--- src/rtl/lifo_rev_pkg.sv ---
package lifo_rev_pkg;

   // Which of the two stacks currently receives forward samples
   typedef enum logic {
      STK_ZERO = 1'b0,
      STK_ONE  = 1'b1
   } stk_id_e;

   function automatic stk_id_e other_stack(input stk_id_e s);
      return (s == STK_ZERO) ? STK_ONE : STK_ZERO;
   endfunction

endpackage

--- src/rtl/lifo_rev_edge.sv ---
module lifo_rev_edge (
   input  logic clk,
   input  logic rst_n,
   input  logic ctl,
   output logic ctl_q,
   output logic fall
);

   // Sampled copy of the control; reset low so that a high must be seen first
   always_ff @(posedge clk or negedge rst_n) begin
      if (!rst_n) ctl_q <= 1'b0;
      else        ctl_q <= ctl;
   end

   // Fall is flagged for the edge at which the control is sampled low after a high
   assign fall = ctl_q & ~ctl;

endmodule

--- src/rtl/lifo_rev_bank.sv ---
module lifo_rev_bank #(
   parameter int W     = 12,
   parameter int DEPTH = 32,
   parameter int AW    = (DEPTH > 1) ? $clog2(DEPTH) : 1
) (
   input  logic          clk,
   input  logic          we,
   input  logic [AW-1:0] waddr,
   input  logic [W-1:0]  wdata,
   input  logic [AW-1:0] raddr,
   output logic [W-1:0]  rdata
);

   logic [W-1:0] store [DEPTH];

   always_ff @(posedge clk) begin
      if (we) store[waddr] <= wdata;
   end

   assign rdata = store[raddr];

endmodule

--- src/rtl/lifo_rev_ctrl.sv ---
module lifo_rev_ctrl
   import lifo_rev_pkg::*;
#(
   parameter int DEPTH = 32,
   parameter int AW    = (DEPTH > 1) ? $clog2(DEPTH) : 1,
   parameter int CW    = $clog2(DEPTH + 1)
) (
   input  logic          clk,
   input  logic          rst_n,
   input  logic          shift_act,
   input  logic          swap,
   output stk_id_e       recv_now,
   output stk_id_e       send_now,
   output logic          push_en,
   output logic [AW-1:0] push_addr,
   output logic          pop_valid,
   output logic [AW-1:0] pop_addr,
   output stk_id_e       recv_state,
   output logic [CW-1:0] fill_state,
   output logic [CW-1:0] left_state
);

   localparam logic [CW-1:0] FULL = CW'(DEPTH);
   localparam logic [CW-1:0] ONE  = CW'(1);

   stk_id_e       recv_q;
   logic [CW-1:0] fill_q, left_q;
   logic [CW-1:0] fill_eff, left_eff, fill_nx, left_nx, pop_idx;

   // A swap empties the new receiving stack and arms the freshly filled one
   always_comb begin
      recv_now  = swap ? other_stack(recv_q) : recv_q;
      send_now  = other_stack(recv_now);
      fill_eff  = swap ? '0 : fill_q;
      left_eff  = swap ? fill_q : left_q;
      push_en   = shift_act && (fill_eff != FULL);
      pop_valid = shift_act && (left_eff != '0);
      pop_idx   = left_eff - ONE;
      push_addr = fill_eff[AW-1:0];
      pop_addr  = pop_idx[AW-1:0];
      fill_nx   = push_en   ? fill_eff + ONE : fill_eff;
      left_nx   = pop_valid ? pop_idx        : left_eff;
   end

   always_ff @(posedge clk or negedge rst_n) begin
      if (!rst_n) begin
         recv_q <= STK_ZERO;
         fill_q <= '0;
         left_q <= '0;
      end else begin
         recv_q <= recv_now;
         fill_q <= fill_nx;
         left_q <= left_nx;
      end
   end

   assign recv_state = recv_q;
   assign fill_state = fill_q;
   assign left_state = left_q;

endmodule

--- src/rtl/lifo_reverser.sv ---
module lifo_reverser
   import lifo_rev_pkg::*;
#(
   parameter int SAMPLE_W = 12,
   parameter int DEPTH    = 32
) (
   input  logic                clk,
   input  logic                rst_n,
   input  logic [SAMPLE_W-1:0] fwd_sample,
   input  logic                fwd_shift_n,
   input  logic                swap_ctl,
   input  logic                rev_disable,
   output logic [SAMPLE_W-1:0] rev_sample
);

   localparam int AW = (DEPTH > 1) ? $clog2(DEPTH) : 1;
   localparam int CW = $clog2(DEPTH + 1);

   generate
      if (SAMPLE_W < 1) begin : g_bad_width
         $error("lifo_reverser: SAMPLE_W must be at least 1");
      end
      if (DEPTH < 2) begin : g_bad_depth
         $error("lifo_reverser: DEPTH must be at least 2");
      end
   endgenerate

   logic                shift_act;
   logic                ctl_q, swap;
   stk_id_e             recv_now, send_now, recv_st;
   logic                push_en, pop_valid;
   logic [AW-1:0]       push_addr, pop_addr;
   logic [CW-1:0]       fill_st, left_st;
   logic [SAMPLE_W-1:0] bank_rd [2];
   logic [SAMPLE_W-1:0] pop_data;

   assign shift_act = ~fwd_shift_n;

   lifo_rev_edge u_edge (
      .clk   (clk),
      .rst_n (rst_n),
      .ctl   (swap_ctl),
      .ctl_q (ctl_q),
      .fall  (swap)
   );

   lifo_rev_ctrl #(.DEPTH(DEPTH), .AW(AW), .CW(CW)) u_ctrl (
      .clk        (clk),
      .rst_n      (rst_n),
      .shift_act  (shift_act),
      .swap       (swap),
      .recv_now   (recv_now),
      .send_now   (send_now),
      .push_en    (push_en),
      .push_addr  (push_addr),
      .pop_valid  (pop_valid),
      .pop_addr   (pop_addr),
      .recv_state (recv_st),
      .fill_state (fill_st),
      .left_state (left_st)
   );

   // Two identical stacks; write enable follows the receiving role
   for (genvar b = 0; b < 2; b++) begin : g_bank
      logic we_b;
      assign we_b = push_en && (recv_now == stk_id_e'(b));
      lifo_rev_bank #(.W(SAMPLE_W), .DEPTH(DEPTH), .AW(AW)) u_bank (
         .clk   (clk),
         .we    (we_b),
         .waddr (push_addr),
         .wdata (fwd_sample),
         .raddr (pop_addr),
         .rdata (bank_rd[b])
      );
   end

   assign pop_data = (send_now == STK_ONE) ? bank_rd[1] : bank_rd[0];

   always_ff @(posedge clk or negedge rst_n) begin
      if (!rst_n)
         rev_sample <= '0;
      else if (shift_act)
         rev_sample <= rev_disable ? fwd_sample
                                   : (pop_valid ? pop_data : '0);
   end

endmodule

--- config.mk ---
export PLATFORM = sky130hd
export DESIGN_NAME = lifo_reverser
export DESIGN_NICKNAME = d
export VERILOG_FILES = /design/src/rtl/lifo_rev_pkg.sv /design/src/rtl/lifo_rev_edge.sv /design/src/rtl/lifo_rev_bank.sv /design/src/rtl/lifo_rev_ctrl.sv /design/src/rtl/lifo_reverser.sv
export SDC_FILE = /design/constraint.sdc
export NUM_CORES = 1
export LEC_CHECK = 0
export BUFFER_PORTS_ARGS = -buffer_cell sky130_fd_sc_hd__buf_2
export CAP_MARGIN = 20
export CORE_UTILIZATION = 51
export CTS_CLUSTER_SIZE = 40
export DETAILED_ROUTE_END_ITERATION = 10
export PLACE_DENSITY = 0.66
export SYNTH_ARGS = -nofsm -noshare
export SYNTH_HDL_FRONTEND = slang
export SYNTH_SLANG_ARGS = --single-unit
--- constraint.sdc ---
create_clock -name clk -period 5.1 [get_ports clk]
set_clock_uncertainty 0.05 [all_clocks]
set_input_delay 0.51 -clock clk [delete_from_list [all_inputs] [get_ports clk]]
set_output_delay 0.51 -clock clk [all_outputs]
set_load 0.03 [all_outputs]
# Word-level counts from Yosys, hierarchy flattened
# Memory sizes are Yosys's and may differ from the RTL's.
# Index checks and enable logic that the tools add are counted.
dict set report word_totals {
  reg_bits 26
  ramBits 768
  inputBits 17
  out_inout_bits 12
  wordCells 32
  mem_count 2
}
# name words word_bits rd rd_ports_with_merged_regs wr line_no
set memory_table {}
lappend memory_table {{g_bank[0].u_bank.store} 32 12 1 0 1 lifo_rev_bank.sv:14} ;# logic [W-1:0] store [DEPTH];
lappend memory_table {{g_bank[1].u_bank.store} 32 12 1 0 1 lifo_rev_bank.sv:14}
dict set report op_classes {
  n_addsub 2
  eq_ne 1
  n_mux 13
  n_bitwise 4
  reduce_logical 5
}
# operator count
set ops {}
lappend ops {{$mux W12} 3}
lappend ops {{$mux W6} 4}
lappend ops {{$add A6 B1 Y6 const B} 1}
lappend ops {{$mux W1} 6}
lappend ops {{$ne A6 B6 Y1 const B} 1}
lappend ops {{$reduce_bool A6 Y1} 1}
lappend ops {{$sub A6 B1 Y6 const B} 1}
lappend ops {{$logic_and A1 B1 Y1} 4}
lappend ops {{$not A1 Y1} 3}
lappend ops {{$and A1 B1 Y1} 1}

# Logic depth before layout (Yosys ltp)
# Gate-level depths: netlist of the first run.
dict set report depth {
  depth_word 8
  mapped_depth 13
  ltp_nobuf 8
}

# Hierarchy
# Synthesis of the first run repeated with hierarchy kept, for this count alone.
dict set report hier_totals {
  hier_cells 1857
  hier_area_um2 32110.8
}
# mod n_inst cells_each area_each_um2 seq_area_each_um2
set modules_own_cells {}
lappend modules_own_cells {lifo_rev_bank 2 856 15228.4 11531.1}
lappend modules_own_cells {lifo_rev_ctrl 1 74 862.1 325.3}
lappend modules_own_cells {lifo_reverser 1 69 753.2 300.3}
lappend modules_own_cells {lifo_rev_edge 1 2 38.8 25.0}

# Worst setup path before layout of the first run
# Ideal clock, no wire load.
dict set report synth_path {
  kind {input to register}
  from {input port swap_ctl}
  to {memory g_bank[0].u_bank.store[27][0] (enable)}
  setup_ns 0.380
  arrival_ns 3.096
  t_required_ns 4.670
  path_slack_ns 1.574
  cell_stages 11
  n_path_buf 4
  path_cell_list {nand2b_1 buf_4 buf_2 buf_1 nand2_1 ha_1 a41oi_1 and2_0 clkbuf_1 nand2_1 nor2_1}
}
dict set report synth_between {
  elab_chain_len 8
  elab_cells_between_ends 10
  classes_between {eq/ne (1); mux (4); bitwise (3); reduce/logical (2)}
}
# item line_no
set synth_rtl {}
lappend synth_rtl {{from (decl)} lifo_reverser.sv:11} ;# input logic swap_ctl,
lappend synth_rtl {{$not A1 Y1 *} lifo_rev_edge.sv:16} ;# assign fall = ctl_q & ~ctl;
lappend synth_rtl {{$and A1 B1 Y1 *} lifo_rev_edge.sv:16}
lappend synth_rtl {{$mux W6} lifo_rev_ctrl.sv:34} ;# fill_eff = swap ? '0 : fill_q;
lappend synth_rtl {{$ne A6 B6 Y1} lifo_rev_ctrl.sv:36} ;# push_en = shift_act && (fill_eff != FULL);
lappend synth_rtl {{$logic_and A1 B1 Y1} lifo_rev_ctrl.sv:36}
lappend synth_rtl {{$logic_and A1 B1 Y1} lifo_reverser.sv:66} ;# assign we_b = push_en && (recv_now == stk_id_e'(b));
lappend synth_rtl {{$mux W1} lifo_rev_bank.sv:17} ;# if (we) store[waddr] <= wdata;
lappend synth_rtl {{$mux W1 (not written as such)} lifo_rev_bank.sv:17}
lappend synth_rtl {{to (decl)} lifo_rev_bank.sv:14}
# Every way passes the cells marked *; elsewhere a longest branch is shown, timed or not.

# Worst setup path after layout of the first run
dict set report layout_path {
  from {input port swap_ctl}
  to {register rev_sample[2]}
}
dict set report layout_between {
  elab_chain_len 8
  elab_cells_between_ends 12
  classes_between {add/sub (1); mux (5); bitwise (2); reduce/logical (2); memory (2)}
}
# item line_no
set layout_rtl {}
lappend layout_rtl {{$not A1 Y1 *} lifo_rev_edge.sv:16}
lappend layout_rtl {{$and A1 B1 Y1 *} lifo_rev_edge.sv:16}
lappend layout_rtl {{$mux W6} lifo_rev_ctrl.sv:35} ;# left_eff = swap ? fill_q : left_q;
lappend layout_rtl {{$sub A6 B1 Y6} lifo_rev_ctrl.sv:38} ;# pop_idx = left_eff - ONE;
lappend layout_rtl {{$mem_v2 Z32 W12} --}
lappend layout_rtl {{$mux W12} lifo_reverser.sv:77} ;# assign pop_data = (send_now == STK_ONE) ? bank_rd[1] : bank_rd[0];
lappend layout_rtl {{$mux W12 *} lifo_reverser.sv:84} ;# : (pop_valid ? pop_data : '0);
lappend layout_rtl {{$mux W12 *} lifo_reverser.sv:83} ;# rev_sample <= rev_disable ? fwd_sample
lappend layout_rtl {{to (signal assigned)} lifo_reverser.sv:83}
lappend layout_rtl {{to (decl)} lifo_reverser.sv:13} ;# output logic [SAMPLE_W-1:0] rev_sample
# Marks and branches as above.
# A chain may end at the register's enable or synchronous reset.

==> results of run 1 <==
==> sequential cells by signal, indices dropped and copies added (netlist names) <==
register	flops
u_ctrl.recv_state	1
rev_sample	12
g_bank.u_bank.store	768
u_edge.ctl_q	1
u_ctrl.left_state	6
u_ctrl.fill_state	6
==> worst max-delay path, delay by kind of cell <==
| family | cells | cell delay (ns) |
|---|---|---|
| AO/OA/AOI/OAI | 4 | 1.00 |
| buffers and inverters | 4 | 1.36 |
| multiplexers | 1 | 0.59 |
| AND/OR/NAND/NOR | 3 | 1.09 |
==> cell usage in the layout, fill, tap and decap left out, types with 10 or more instances in the layout <==
cell / netlist / layout
sky130_fd_sc_hd__o211ai_1: 11 / 11
sky130_fd_sc_hd__buf_4: 16 / 128
sky130_fd_sc_hd__clkbuf_1: 25 / 15
sky130_fd_sc_hd__clkinv_2: 0 / 11
sky130_fd_sc_hd__a311oi_1: 24 / 24
sky130_fd_sc_hd__a22oi_1: 13 / 13
sky130_fd_sc_hd__buf_2: 63 / 28
sky130_fd_sc_hd__clkbuf_16: 0 / 81
sky130_fd_sc_hd__a211oi_1: 33 / 33
sky130_fd_sc_hd__clkinv_1: 0 / 15
sky130_fd_sc_hd__o21ai_0: 36 / 36
sky130_fd_sc_hd__a21oi_1: 81 / 81
sky130_fd_sc_hd__nand2_1: 325 / 325
sky130_fd_sc_hd__mux4_2: 66 / 66
sky130_fd_sc_hd__dfrtp_1: 26 / 26
sky130_fd_sc_hd__nor2_1: 97 / 96
sky130_fd_sc_hd__and3_1: 10 / 10
sky130_fd_sc_hd__nor3_1: 18 / 18
sky130_fd_sc_hd__bufinv_16: 0 / 11
sky130_fd_sc_hd__nand3_1: 123 / 123
sky130_fd_sc_hd__o22ai_1: 31 / 31
sky130_fd_sc_hd__nand4_1: 16 / 16
sky130_fd_sc_hd__mux2i_1: 63 / 61
sky130_fd_sc_hd__a31oi_1: 29 / 28
sky130_fd_sc_hd__edfxtp_1: 768 / 768
==> cells in the mapped netlist (8+ instances only) <==
cell type and instances:
sky130_fd_sc_hd__a221oi_1 8, sky130_fd_sc_hd__o22ai_1 31, sky130_fd_sc_hd__buf_1 10, sky130_fd_sc_hd__buf_2 63
sky130_fd_sc_hd__edfxtp_1 768, sky130_fd_sc_hd__a311oi_1 24, sky130_fd_sc_hd__a31oi_1 29, sky130_fd_sc_hd__mux4_2 66
sky130_fd_sc_hd__and3_1 10, sky130_fd_sc_hd__a22oi_1 13, sky130_fd_sc_hd__inv_1 8, sky130_fd_sc_hd__nor2_1 97
sky130_fd_sc_hd__clkbuf_1 25, sky130_fd_sc_hd__o211ai_1 11, sky130_fd_sc_hd__buf_4 16, sky130_fd_sc_hd__nand4_1 16
sky130_fd_sc_hd__nor3_1 18, sky130_fd_sc_hd__nand2_1 325, sky130_fd_sc_hd__a211oi_1 33, sky130_fd_sc_hd__mux2_2 8
sky130_fd_sc_hd__nand3_1 123, sky130_fd_sc_hd__mux2i_1 63, sky130_fd_sc_hd__o21ai_0 36, sky130_fd_sc_hd__a21oi_1 81
sky130_fd_sc_hd__buf_6 10, sky130_fd_sc_hd__dfrtp_1 26
==> layout make-up <==
class                   instances  area, µm²  area share [%]
repair buffers                167       1310            3.59
inverters                       8       30.0          0.0824
flip-flops and latches        794      23700            65.1
multi-input cells            1133       7670            21.0
well taps                     837       1050            2.87
clock inverters                49        567            1.56
clock buffers                  98       2110            5.79
==> final timing paths <==
kind	start	endpoint	slack [ns]	cells past startpoint
min in group asynchronous	rst_n	u_ctrl.fill_state[3]$_DFF_PN0_	0.47	2
max reg2reg	u_edge.ctl_q$_DFF_PN0_	rev_sample[2]$_DFFE_PN0N_	1.17	10
min	rev_disable	rev_sample[2]$_DFFE_PN0N_	0.27	3
max	swap_ctl	rev_sample[2]$_DFFE_PN0N_	0.98	12
max in group asynchronous	rst_n	u_ctrl.fill_state[4]$_DFF_PN0_	4.03	2
min reg2reg	rev_sample[0]$_DFFE_PN0N_	rev_sample[0]$_DFFE_PN0N_	0.53	2
==> report_power, final <==
part	internal (mW)	switching, mW
registers	7.34	0.171
clock network	3.52	2.49
logic	2.26	4.99
==> logic make-up after synthesis <==
logic type	synth area share, %
fa+ha+maj	0.156
compound gates	7.54
simple gates	8.57
xor+xnor	0.418
buf+inv	2.23
flops	74.0
mux	7.10
==> per-stage QoR <==
stage / hold WS [ns] / total power [mW] / utilization (%) / instance area [µm²] / worst slack, ns
floorplan: 0.164 / 11.8 / - / 32100 / 1.57
global placement: 0.521 / 14.6 / 54.4 / 33700 / 0.964
detailed placement: 0.525 / 14.7 / 54.5 / 33700 / 1.03
CTS: 0.232 / 20.7 / 58.8 / 36400 / 1.09
global route: 0.291 / 21.3 / 58.8 / 36400 / 0.939
finish: 0.274 / 20.8 / 58.8 / 36400 / 0.983
==> routing by layer <==
metal	wire length (µm)	part of all wire, %	vias up
met5	0	0	-
met4	2850	3.0	0
met3	9440	10	158
met2	43700	46	1128
met1	38200	41	10200
li1	-	-	8317
==> tab_implementation.tex, run 1 <==
\begin{tabular}{lr}
\hline
Metric & Value \\
\hline
\multicolumn{2}{l}{\textbf{Setup path}} \\
Worst-path maximum fanout & 16 \\
Category of the most critical setup path & input pin to register \\
Kind of start point of the critical path & input pin \\
Most common cell type on the critical path & sky130\_fd\_sc\_hd\_\_buf\_4 \\
Data arrival time of the worst path & 4.55 ns \\
Required time reported for the critical path endpoint & 5.54 ns \\
Cell with the largest stage delay on the worst path & sky130\_fd\_sc\_hd\_\_nor2\_1 \\
Largest incremental delay on the critical path & 0.64 ns \\
Chain of cells forming the critical path & dlygate4sd3\_1, buf\_2, nand2b\_1, buf\_4, mux2i\_2, buf\_4, a31oi\_1, a21o\_1, nor2\_1, a22oi\_1, nand3\_1, o2111ai\_1 \\
Category of the worst setup path capture point & register \\
\multicolumn{2}{l}{\textbf{Route}} \\
Wire length after detailed routing & 94300 µm \\
Per-cell routed wire length & 30.5 µm \\
Vias per Instance & 6.43 \\
First-pass detailed-route iteration total & 8 \\
DRC viols & 0 \\
Vias & 19900 \\
Initial drt markers & 2568 \\
Number of nets with antenna violations after routing & 0 \\
\multicolumn{2}{l}{\textbf{Clock network}} \\
TritonCTS Sinks & 794 \\
CTS resizes & 0 \\
CTS H-tree lvls & 3 \\
Root buf cell & sky130\_fd\_sc\_hd\_\_clkbuf\_16 \\
Number of buffers inserted during clock tree synthesis & 80 \\
Worst-skew pair later-pin latency & 0.64 ns \\
TritonCTS clock tree & built \\
Setup bufs post-CTS & 0 \\
Reg clk slew, reported paths & 0.06 ns \\
Hold bufs inserted after CTS & 2 \\
Maximum buffer depth of the clock tree & 3 \\
\multicolumn{2}{l}{\textbf{Finish}} \\
Non-filler cells, final & 3086 \\
Antenna diode count & 0 \\
Number of fill cells & 4822 \\
Area growth, synth to finish & 13.7\% \\
Net total in the final layout & 2205 \\
Ratio of cells with drive above 1 in the final layout & 17.4\% \\
\multicolumn{2}{l}{\textbf{Flow run}} \\
Max-cap viol count & 0 \\
\multicolumn{2}{l}{\textbf{Placed design}} \\
Number of port buffers & 28 \\
Cells after DPL & 2937 \\
Weighted congestion at the end of routability-driven global placement & 0.961 \\
Half-perimeter wire length after placement & 58700 µm \\
\multicolumn{2}{l}{\textbf{Yosys}} \\
Gate count of the mapped netlist & 2060 \\
Top post-synthesis cells by area & sky130\_fd\_sc\_hd\_\_edfxtp\_1 72\%, sky130\_fd\_sc\_hd\_\_mux4\_2 4.6\%, sky130\_fd\_sc\_hd\_\_nand2\_1 3.8\%, sky130\_fd\_sc\_hd\_\_dfrtp\_1 2.0\%, sky130\_fd\_sc\_hd\_\_mux2i\_1 2.0\% \\
Ys async rst share & 3.27\% \\
Sequential fraction of the synthesis area & 74.0\% \\
Commonest register cell after synthesis & sky130\_fd\_sc\_hd\_\_edfxtp\_1 \\
Number of enable-type register cells in the synthesized netlist & 768 \\
Flip-flop and latch count after synthesis & 794 \\
Syn. warnings & 0 \\
Post-synth net total & 2081 \\
Cell area after synthesis & 0.0321 mm² \\
Post-synthesis cell type with the largest combined area & sky130\_fd\_sc\_hd\_\_edfxtp\_1 \\
Area share of the largest cell type after synthesis & 72.0\% \\
Per-instance average area after synthesis & 15.6 µm² \\
Number of distinct standard cells referenced by the synthesized netlist & 86 \\
\multicolumn{2}{l}{\textbf{STA}} \\
Setup Viol. Count Final & 0 \\
Relative max-transition margin & 32.7\% \\
Final hold violation count & 0 \\
Final period utilization & 80.7\% \\
Final critical delay including setup and external delays & 4.12 ns \\
Setup repair after global routing missed its margin & no \\
Worst-Margin Slew & 1.01 ns \\
Max-slew violations & 0 \\
Final sum of negative setup slack & 0 ns \\
F\_max & 243 MHz \\
\multicolumn{2}{l}{\textbf{Min path}} \\
Class of the tightest hold or removal check & input pin to register \\
\multicolumn{2}{l}{\textbf{Pwr}} \\
Power per unit of standard cell area & 570 mW/mm² \\
Peak ir drop on the vdd network & 0.312 mV \\
Pleak & 12.1 nW \\
\multicolumn{2}{l}{\textbf{Floorplan}} \\
X dimension of the die & 253 µm \\
Effective utilization at floorplan & 51.7\% \\
Number of core rows & 91 \\
Die extent in y & 253 µm \\
Die outline area & 0.0639 mm² \\
I/O pin cnt & 29 \\
CORE AREA & 0.0619 mm² \\
\multicolumn{2}{l}{\textbf{Global routing}} \\
Grt peak-use layer & met2 \\
Sum of overflow across all layers after global routing & 0 \\
Met1 GRT Util & 43.3\% \\
Pin count of the biggest net entering global routing & 79 \\
Wire length of the first global-routing pass & 136000 µm \\
GRT Total Usage & 29.9\% \\
Routing usage on met3 & 5.63\% \\
Met2 track demand over resource in global routing & 45.9\% \\
Via count of the first global-routing pass & 19100 \\
Antenna violations before repair & 2 \\
\multicolumn{2}{l}{\textbf{Run status}} \\
Status & completed \\
\hline
\end{tabular}
Power figures use the tool's default switching activity.
==> inputs of run 2 (changes only) <==
==> constraint.sdc (replaced) <==
create_clock -name clk -period 3.9 [get_ports clk]
set_clock_uncertainty 0.05 [all_clocks]
set_input_delay 0.39 -clock clk [delete_from_list [all_inputs] [get_ports clk]]
set_output_delay 0.39 -clock clk [all_outputs]
set_load 0.03 [all_outputs]
==> run 2 against run 1 <==
  * Via count grew 0.62%
  * Sequential power rose by 30%
  * Clock-buffer cell count increased by 10
  * Global-route usage rose by 0.21 points
  * Setup slack worse by 0.77 ns
  * Combinational power grew 37%
  * Critical path type unchanged
==> tab_implementation.tex, run 2 (synthesis gave the netlist of run 1 again) <==
\begin{tabular}{lr}
\hline
Metric & Value \\
\hline
\multicolumn{2}{l}{\textbf{Setup path}} \\
Worst Reg-to-Reg Cells & 8 \\
Data arrival time of the worst path & 4.18 ns \\
Worst path top cell family by delay & compound AO/OA/AOI/OAI gates \\
Category of the most critical setup path & input pin to register \\
Category of the worst setup path capture point & register \\
Cell with the largest stage delay on the worst path & sky130\_fd\_sc\_hd\_\_mux2i\_4 \\
Chain of cells forming the critical path & dlygate4sd3\_1, buf\_2, and2b\_4, mux2i\_4, buf\_4, buf\_4, o22ai\_1, a311oi\_1, a311oi\_1, o31ai\_1, a21oi\_1, o31ai\_1 \\
Required time reported for the critical path endpoint & 4.39 ns \\
Buf+Inv Stages, Crit Path & 4 \\
Number of logic stages on the critical path including buffering & 12 \\
Worst-path maximum fanout & 16 \\
Largest incremental delay on the critical path & 0.59 ns \\
Kind of start point of the critical path & input pin \\
\multicolumn{2}{l}{\textbf{Route}} \\
First-pass detailed-route iteration total & 6 \\
Met2 wire length & 43800 µm \\
Initial drt markers & 2734 \\
DRC viols & 0 \\
Vias per Instance & 6.37 \\
Number of nets with antenna violations after routing & 0 \\
Wire length after detailed routing & 95000 µm \\
Top Layer Used & met4 \\
Per-cell routed wire length & 30.3 µm \\
DRT met1 WL & 37700 µm \\
Amount of wire on met3 after detailed routing & 10100 µm \\
Vias & 20000 \\
\multicolumn{2}{l}{\textbf{Clock network}} \\
Worst-skew pair later-pin latency & 0.63 ns \\
Reg clk slew, reported paths & 0.06 ns \\
Maximum buffer depth of the clock tree & 3 \\
Root buf cell & sky130\_fd\_sc\_hd\_\_clkbuf\_16 \\
CTS H-tree lvls & 3 \\
TritonCTS Sinks & 794 \\
TritonCTS clock tree & built \\
Number of buffers inserted during clock tree synthesis & 82 \\
Setup bufs post-CTS & 0 \\
CTS resizes & 0 \\
\multicolumn{2}{l}{\textbf{Finish}} \\
Area taken by multi-input logic gates & 0.00767 mm² \\
Number of fill cells & 4685 \\
Net total in the final layout & 2258 \\
Commonest non-fill, non-tap cell in the layout & sky130\_fd\_sc\_hd\_\_edfxtp\_1 \\
Top register by number of flip-flops & g\_bank.u\_bank.store \\
Non-filler cells, final & 3137 \\
Ratio of cells with drive above 1 in the final layout & 19.0\% \\
Flip-flop count of the largest register, all copies and words added & 768 \\
Most frequent cells in the layout & 768 x sky130\_fd\_sc\_hd\_\_edfxtp\_1, 325 x sky130\_fd\_sc\_hd\_\_nand2\_1, 174 x sky130\_fd\_sc\_hd\_\_buf\_4 \\
Antenna diode count & 0 \\
Registers with the most flip-flops & g\_bank.u\_bank.store x768, rev\_sample x12 \\
Register cell area after layout & 0.0237 mm² \\
Area growth, synth to finish & 15.0\% \\
\multicolumn{2}{l}{\textbf{Placed design}} \\
Number of port buffers & 28 \\
Half-perimeter wire length after placement & 60700 µm \\
Cells after DPL & 2987 \\
Weighted congestion at the end of routability-driven global placement & 1.00 \\
\multicolumn{2}{l}{\textbf{Global routing}} \\
Pin count of the biggest net entering global routing & 72 \\
Via count of the first global-routing pass & 19400 \\
Wire length of the first global-routing pass & 137000 µm \\
Antenna violations before repair & 1 \\
Sum of overflow across all layers after global routing & 0 \\
GRT Total Usage & 30.1\% \\
\multicolumn{2}{l}{\textbf{STA}} \\
Relative max-transition margin & 26.7\% \\
F\_max & 271 MHz \\
Setup Viol. Count Final & 0 \\
Final sum of negative setup slack & 0 ns \\
Final critical delay including setup and external delays & 3.68 ns \\
Worst-Margin Slew & 1.10 ns \\
Final period utilization & 94.5\% \\
Setup repair after global routing missed its margin & no \\
Max-slew violations & 0 \\
Final hold violation count & 0 \\
\multicolumn{2}{l}{\textbf{Floorplan}} \\
X dimension of the die & 253 µm \\
Number of core rows & 91 \\
CORE AREA & 0.0619 mm² \\
I/O pin cnt & 29 \\
Effective utilization at floorplan & 51.7\% \\
Die extent in y & 253 µm \\
Die outline area & 0.0639 mm² \\
\multicolumn{2}{l}{\textbf{Pwr}} \\
Pleak & 12.4 nW \\
Peak ir drop on the vdd network & 0.474 mV \\
Power per unit of standard cell area & 747 mW/mm² \\
\multicolumn{2}{l}{\textbf{Flow run}} \\
Max-cap viol count & 0 \\
\multicolumn{2}{l}{\textbf{Min path}} \\
Class of the tightest hold or removal check & input pin to register \\
Cell depth of the worst hold path & 3 \\
\multicolumn{2}{l}{\textbf{Run status}} \\
Status & completed \\
\hline
\end{tabular}
## run 2: repair_timing
action                                  in CTS  in global routing
endpoints found under the setup margin       0                  0
endpoints found under the hold margin       27                  0
hold buffers                                 2                  0
## run 2: worst paths after layout
path,start,to,slack [ns]
max reg2reg,u_ctrl.fill_state[1]$_DFF_PN0_,rev_sample[4]$_DFFE_PN0N_,0.35
max in group asynchronous,rst_n,u_ctrl.left_state[2]$_DFF_PN0_,2.96
max,swap_ctl,rev_sample[6]$_DFFE_PN0N_,0.22
min in group asynchronous,rst_n,u_ctrl.left_state[5]$_DFF_PN0_,0.34
min reg2reg,rev_sample[2]$_DFFE_PN0N_,rev_sample[2]$_DFFE_PN0N_,0.58
min,fwd_shift_n,u_ctrl.fill_state[0]$_DFF_PN0_,0.09
## run 2: stage by stage
step / instance area (µm²) / utilization [%] / power, mW / setup WS [ns] / hold slack [ns]
detailed placement: 34200 / 55.2 / 19.6 / 0.216 / 0.450
finish: 36900 / 59.5 / 27.5 / 0.216 / 0.0913
global placement: 34200 / 55.2 / 19.6 / 0.315 / 0.443
floorplan: 32100 / - / 15.4 / 0.494 / 0.0444
CTS: 36800 / 59.5 / 27.3 / 0.313 / 0.0555
global route: 36900 / 59.5 / 28.2 / 0.0620 / 0.0938
## run 2: final cells by class
type	count	share of cell area, %
multi-input combinational	1133	20.8
timing repair buffer	218	4.74
tap	837	2.84
sequential	794	64.3
clock inverter	39	1.06
clock buffer	108	6.12
inverter	8	0.0815
## run 2: worst register-to-register path, delay by kind of cell (launching register included)
| family | cells | cell delay, ns |
|---|---|---|
| XOR/XNOR | 1 | 0.79 |
| AO/OA/AOI/OAI | 3 | 0.76 |
| multiplexers | 2 | 0.68 |
| flip-flops | 1 | 0.46 |
| AND/OR/NAND/NOR | 1 | 0.36 |
| buffers and inverters | 1 | 0.33 |
## run 2: power breakdown
group	internal (mW)	total (mW)	switching (mW)	leakage, nW
combinational	3.29	9.93	6.64	3.87
sequential	9.60	9.80	0.201	7.24
clock	4.59	7.80	3.21	1.29
total	17.5	27.5	10.1	12.4
## run 2: routing by layer
| metal | track usage, % | vias to the layer above |
|---|---|---|
| li1 | - | 8431 |
| met4 | 11.0 | 0 |
| met3 | 6.25 | 184 |
| met1 | 42.9 | 10100 |
| met2 | 46.2 | 1251 |
| met5 | 0 | - |
